$ cat config.mk
export PLATFORM = sky130hd
export DESIGN_NAME = fp_special_cond
export DESIGN_NICKNAME = d
export VERILOG_FILES = /design/src/rtl/fpsc_pkg.sv /design/src/rtl/fpsc_classify.sv /design/src/rtl/fpsc_condition.sv /design/src/rtl/fp_special_cond.sv
export SDC_FILE = /design/constraint.sdc
export NUM_CORES = 1
export LEC_CHECK = 0
export BUFFER_PORTS_ARGS = -buffer_cell sky130_fd_sc_hd__buf_2
export CAP_MARGIN = 30
export CORE_MARGIN = 1
export CORE_UTILIZATION = 55
export CTS_BUF_LIST = sky130_fd_sc_hd__clkbuf_8
export CTS_CLUSTER_DIAMETER = 40
export DETAILED_ROUTE_END_ITERATION = 8
export GPL_TIMING_DRIVEN = 0
export PLACE_DENSITY_LB_ADDON = 0.1
export SLEW_MARGIN = 20
export SYNTH_ARGS = -nofsm -noshare
export SYNTH_HDL_FRONTEND = slang
export SYNTH_HIERARCHICAL = 1
export SYNTH_SLANG_ARGS = --single-unit
$ cat constraint.sdc
create_clock -name clk -period 6.4 [get_ports clk]
set_input_delay 1.28 -clock clk [delete_from_list [all_inputs] [get_ports clk]]
set_output_delay 1.28 -clock clk [all_outputs]
set_load 0.02 [all_outputs]
$ cat src/rtl/fpsc_pkg.sv
// Shared types for the special-value conditioner.
// Assumes nothing beyond a 3-bit class code.
package fpsc_pkg;
    typedef enum logic [2:0] {
        CLS_ZERO   = 3'd0,
        CLS_DENORM = 3'd1,
        CLS_NORMAL = 3'd2,
        CLS_INF    = 3'd3,
        CLS_QNAN   = 3'd4,
        CLS_SNAN   = 3'd5
    } fp_class_e;
endpackage

$ cat src/rtl/fpsc_classify.sv
// Combinational classifier for one IEEE-style binary value.
// Assumes the layout {sign, exponent, fraction}, with the quiet bit at the fraction MSB.
module fpsc_classify
    import fpsc_pkg::*;
#(
    parameter int EXP_W  = 8,
    parameter int FRAC_W = 23
) (
    input  logic [EXP_W+FRAC_W:0] val,
    output fp_class_e             cls
);
    localparam int W = 1 + EXP_W + FRAC_W;

    logic [EXP_W-1:0]  expo;
    logic [FRAC_W-1:0] frac;

    assign expo = val[W-2 -: EXP_W];
    assign frac = val[FRAC_W-1:0];

    // Decode exponent and fraction into one of six classes.
    always_comb begin
        if (expo == '0) begin
            cls = (frac == '0) ? CLS_ZERO : CLS_DENORM;
        end else if (&expo) begin
            if (frac == '0)
                cls = CLS_INF;
            else
                cls = frac[FRAC_W-1] ? CLS_QNAN : CLS_SNAN;
        end else begin
            cls = CLS_NORMAL;
        end
    end
endmodule

$ cat src/rtl/fpsc_condition.sv
// Rewrites one value according to its class and the two mode bits.
// Assumes cls was computed from val. force_nan lets a neighbour lane
// (an operand NaN) force the canonical NaN on this lane in canonical mode.
module fpsc_condition
    import fpsc_pkg::*;
#(
    parameter int EXP_W  = 8,
    parameter int FRAC_W = 23
) (
    input  logic [EXP_W+FRAC_W:0] val,
    input  fp_class_e             cls,
    input  logic                  ftz,
    input  logic                  dn,
    input  logic                  force_nan,
    output logic [EXP_W+FRAC_W:0] cond,
    output logic                  flushed
);
    localparam int W = 1 + EXP_W + FRAC_W;
    localparam logic [W-1:0] CANON_NAN =
        {1'b0, {EXP_W{1'b1}}, 1'b1, {(FRAC_W-1){1'b0}}};

    logic is_nan;

    assign is_nan  = (cls == CLS_QNAN) || (cls == CLS_SNAN);
    assign flushed = ftz && (cls == CLS_DENORM);

    // Pick canonical NaN, quieted NaN, signed zero or pass-through.
    always_comb begin
        cond = val;
        if (dn && (is_nan || force_nan))
            cond = CANON_NAN;
        else if (is_nan)
            cond[FRAC_W-1] = 1'b1;
        else if (flushed)
            cond = {val[W-1], {(W-1){1'b0}}};
    end
endmodule

$ cat src/rtl/fp_special_cond.sv
// Special-value conditioner around a floating-point datapath.
// Lanes 0 and 1 carry the operands and lane 2 the result. The lanes are
// classified and conditioned combinationally, then registered once.
// Assumes the result on res_in belongs to the operands of the same cycle.
module fp_special_cond
    import fpsc_pkg::*;
#(
    parameter int EXP_W  = 8,
    parameter int FRAC_W = 23
) (
    input  logic                  clk,
    input  logic                  rst_n,
    input  logic                  in_valid,
    input  logic [EXP_W+FRAC_W:0] op_a,
    input  logic [EXP_W+FRAC_W:0] op_b,
    input  logic [EXP_W+FRAC_W:0] res_in,
    input  logic                  flush_en,
    input  logic                  dnan_en,
    output logic                  out_valid,
    output logic [EXP_W+FRAC_W:0] cond_a,
    output logic [EXP_W+FRAC_W:0] cond_b,
    output logic [EXP_W+FRAC_W:0] cond_res,
    output logic [2:0]            class_a,
    output logic [2:0]            class_b,
    output logic                  evt_flush,
    output logic                  evt_invalid
);
    localparam int W        = 1 + EXP_W + FRAC_W;
    localparam int N_LANE   = 3;
    localparam int LANE_RES = N_LANE - 1;
    localparam logic [W-1:0] CANON_NAN =
        {1'b0, {EXP_W{1'b1}}, 1'b1, {(FRAC_W-1){1'b0}}};

    logic [W-1:0]      lane_val  [N_LANE];
    logic [W-1:0]      lane_cond [N_LANE];
    fp_class_e         lane_cls  [N_LANE];
    logic [N_LANE-1:0] lane_flush;
    logic [N_LANE-1:0] lane_force;
    logic              opnd_nan;
    logic              opnd_snan;

    assign lane_val[0]        = op_a;
    assign lane_val[1]        = op_b;
    assign lane_val[LANE_RES] = res_in;

    // An operand NaN propagates to the result lane in canonical mode.
    always_comb begin
        opnd_nan  = 1'b0;
        opnd_snan = 1'b0;
        for (int i = 0; i < LANE_RES; i++) begin
            opnd_nan  = opnd_nan  | (lane_cls[i] == CLS_QNAN) | (lane_cls[i] == CLS_SNAN);
            opnd_snan = opnd_snan | (lane_cls[i] == CLS_SNAN);
        end
        lane_force           = '0;
        lane_force[LANE_RES] = opnd_nan;
    end

    for (genvar g = 0; g < N_LANE; g++) begin : g_lane
        fpsc_classify #(.EXP_W(EXP_W), .FRAC_W(FRAC_W)) i_cls (
            .val (lane_val[g]),
            .cls (lane_cls[g])
        );
        fpsc_condition #(.EXP_W(EXP_W), .FRAC_W(FRAC_W)) i_cond (
            .val       (lane_val[g]),
            .cls       (lane_cls[g]),
            .ftz       (flush_en),
            .dn        (dnan_en),
            .force_nan (lane_force[g]),
            .cond      (lane_cond[g]),
            .flushed   (lane_flush[g])
        );
    end

    // Output register: data loads on valid, events pulse for one cycle.
    always_ff @(posedge clk) begin
        if (!rst_n) begin
            out_valid   <= 1'b0;
            evt_flush   <= 1'b0;
            evt_invalid <= 1'b0;
            cond_a      <= '0;
            cond_b      <= '0;
            cond_res    <= '0;
            class_a     <= '0;
            class_b     <= '0;
        end else begin
            out_valid   <= in_valid;
            evt_flush   <= in_valid && (|lane_flush);
            evt_invalid <= in_valid && opnd_snan;
            if (in_valid) begin
                cond_a   <= lane_cond[0];
                cond_b   <= lane_cond[1];
                cond_res <= lane_cond[LANE_RES];
                class_a  <= lane_cls[0];
                class_b  <= lane_cls[1];
            end
        end
    end

    // valid follows input by one cycle
    assert_valid_delay_R2: assert property (@(posedge clk) disable iff (!rst_n)
        $past(rst_n) |-> (out_valid == $past(in_valid)));

    // no event without valid output
    assert_event_quiet_R2: assert property (@(posedge clk) disable iff (!rst_n)
        !out_valid |-> (!evt_flush && !evt_invalid));

    // class codes stay in the legal range
    assert_class_legal_R1: assert property (@(posedge clk) disable iff (!rst_n)
        out_valid |-> (class_a <= 3'd5 && class_b <= 3'd5));

    // a flushed denormal operand is a zero with its own sign
    assert_flush_sign_R4: assert property (@(posedge clk) disable iff (!rst_n)
        ($past(rst_n) && $past(in_valid) && $past(flush_en) && class_a == 3'd1)
        |-> (cond_a[W-2:0] == '0 && cond_a[W-1] == $past(op_a[W-1])));

    // canonical mode turns a NaN operand into the canonical NaN on every NaN lane
    assert_canon_nan_R6: assert property (@(posedge clk) disable iff (!rst_n)
        ($past(rst_n) && $past(in_valid) && $past(dnan_en) && class_b >= 3'd4)
        |-> (cond_b == CANON_NAN && cond_res == CANON_NAN));

    // the invalid event needs a signaling NaN operand
    assert_invalid_src_R8: assert property (@(posedge clk) disable iff (!rst_n)
        evt_invalid |-> (class_a == 3'd5 || class_b == 3'd5));
endmodule

==> impl_metrics.tcl <==
set metrics [dict create \
    min_period_ns 3.38 \
    setup.worst_path.end_class "register" \
    cts_root_buffer "clkbuf_8" \
    slew_violations 0 \
    sw_frac_of_total_pct 29.0 \
    die_h_um 101 \
    worst_pin_slew_ns 0.544 \
    ys_ff_latch 105 \
    postCtsSetupRepairBufs 0 \
    start_util_pct 57.5 \
    syn_area_um2 5360 \
    relSlewSlack_pct 63.6 \
    power.leakage_nw 3.32 \
    clock_path_buffers 2 \
    synth_area_leader_cell "dfxtp_1" \
    crit_required_ns 6.70 \
    share_comb_of_total_power_pct 20.3 \
    cts_buffers 9 \
    setup_violations 0 \
    antenna_cells 0 \
    setup-tns-final_ns 0 \
    synth_area_leaders "dfxtp_1 (39%), mux2i_1 (19%), nor2b_1 (12%)" \
    clock_latency_ns 0.35 \
    route.detailed.drc 0 \
    run_status "finished, final reports clean" \
    vias_per_cell 5.06 \
    synth_top_cell_area_share_pct 39.2 \
    wl_per_cell_um 14.1 \
    nets 858 \
    max_cap_violations 0 \
    grt_usage_pct 24.6 \
    fill_cells 768 \
    hold_buffers 0 \
    cp-startpoint "op_a[1]" \
    placed_cell_area_um2 6550 \
    synth_async_sr_flop_share_pct 0 \
    arrival_ns 3.67 \
    grt-ovfl-total 0 \
    worst_path_most_repeated_cell "and2_1" \
    drive_above_1_share_pct 34.9 \
    hold_viol_final 0 \
    cts_sinks 105 \
    io_buffers 204 \
    drt_wl_total_um 12600 \
    yosysWarningCount 6 \
    syn2layout_area_growth_pct 25.8 \
    top_level_ports 206 \
    crit_path_start_kind "input port" \
    antenna_found_initial 0 \
    syn_avg_cell_area_um2 9.94 \
    synth_top_flop_cell "dfxtp_1" \
    cp_max_fo 10 \
    synth_edf_count 0 \
    final_common_cell "buf_2" \
    die_w_um 101 \
    place_inst 875 \
    grt_max_degree 18 \
    p_int_w 0.000985 \
    dieArea_um2 10100 \
    final_util_pct 72.3 \
    worst-path-buf-inv 2 \
    dpl.hpwl_um 9770 \
    drt_pass1_iterations 6 \
    synth_cell_types 31 \
    hold_class "reg2reg" \
    critPathTopFamily "simple AND/OR/NAND/NOR gates" \
    post_cts_resize_count 0 \
    layout_common_cells "buf_2 (205), nor2b_1 (105), dfxtp_1 (105)" \
    max_stage_delay_ns 0.32 \
    cts_max_level 3 \
    grt_pass1_vias 4183 \
    cp_slowest_cell "nor4_1" \
    grt_pass1_wl_um 19700 \
    cts.clk_slew.worst_paths_ns 0.10 \
    ir_drop_mv 0.148 \
    p_seq_share_pct 51.1 \
    gp_congestion 0.861 \
    final_area_um2 6740 \
    drtIter0Drc 92 \
    critPathKind "in2reg" \
    vias 4510 \
    pwr-share-clk_pct 28.6 \
    finalNonFillerCells 891 \
    fmax_ghz 0.296 \
    core_area_um2 9330 \
    seq_area_frac_synth_pct 39.2 \
    cts_tree "yes" \
    crit_chain "buf_2 > nor4_1 > and4_1 > a31oi_1 > a21oi_2 > o22ai_1 > and2_1 > a211oi_4 > buf_6 > and2_1 > mux2i_1 > nor2b_1" \
    power_density_nw_per_um2 206 \
    fin_worst_skew_ns 0 \
    switchingPower_w 0.000402 \
    fp-row-count 35 \
    synthCells 539 \
    r2r-start "cond_b[1]" \
    rsz0062_at_grt "false" \
    postRouteAntennaNets 0 \
    hp-start "class_a[2]" \
    fin_crit_sh_pct 52.8 \
]
[metrics by stage]
stage	hold slack, ns	power (W)	setup WS (ns)
after detailed placement	0.497	0.00101	2.62
final	0.519	0.00139	3.02
after CTS	0.523	0.00140	2.98
after global routing	0.548	0.00145	2.78
after floorplan	0.589	0.000900	3.28
after global placement	0.491	0.000997	2.66
[sequential cells by signal, summed over array words and instances, names as in the netlist]
register     cells
cond_a          32
cond_b          32
cond_res        32
class_a          3
class_b          3
evt_flush        1
evt_invalid      1
out_valid        1
[routing by layer]
| metal | wire length, µm | vias to the layer above | global-route usage [%] |
|---|---|---|---|
| met5 | 0 | - | 0 |
| met4 | 150 | 0 | 7.13 |
| met3 | 732 | 14 | 5.41 |
| met2 | 6170 | 133 | 43.9 |
| met1 | 5520 | 2120 | 29.6 |
| li1 | - | 2243 | - |
[kinds of logic after synthesis]
kind of cell,share of synthesized area [%]
DFF,39.2
other,0.0700
and+or+nand+nor,30.9
muxes,19.1
AOI/OAI and AO/OA,4.13
buffers and inverters,6.58
[path summary, 6_finish.rpt]
kind	end	slack (ns)	cells after the start
setup reg to reg	cond_b[1]	5.76	2
hold reg to reg	class_a[2]	0.52	2
hold / removal	class_a[2]	0.52	2
setup / recovery	cond_res[12]	3.02	12
[cell type report]
cell class,instances,area (µm²),share of cell area [%]
sequential,105,2100,31.2
clock inverter,5,38.8,0.575
tap,129,161,2.39
inverter,5,18.8,0.278
multi-input combinational,400,2920,43.2
clock buffer,11,151,2.25
buffer,32,334,4.95
timing repair buffer,204,1020,15.1
[synth_stat cells, drive strengths merged, types with 2 or more instances]
cell type  count
a21oi          3
and2          73
a211o          3
or2            3
a31oi          3
nand4bb        3
a211oi         3
and4           3
nand3b         2
clkbuf        10
nor3           3
inv            5
o21ai          6
buf           22
a31o           3
nor4          21
nor2b        105
nand4          6
dfxtp        105
nand2         51
mux2i        102
[worst min-delay path, stage by stage (launching register included)]
cell and delay, ns:
dfxtp_1 0.33, mux2i_1 0.06, nor2b_1 0.09
[power groups by stage]
| stage | clock network [W] | logic (W) | registers [W] |
|---|---|---|---|
| after floorplan | 0 | 0.000131 | 0.000768 |
| after global placement | 0 | 0.000276 | 0.000721 |
| after detailed placement | 0 | 0.000282 | 0.000723 |
| after CTS | 0.000404 | 0.000283 | 0.000708 |
| after global routing | 0.000431 | 0.000306 | 0.000713 |
| final | 0.000397 | 0.000282 | 0.000708 |
Note: power is estimated with default switching activity, not from simulation.
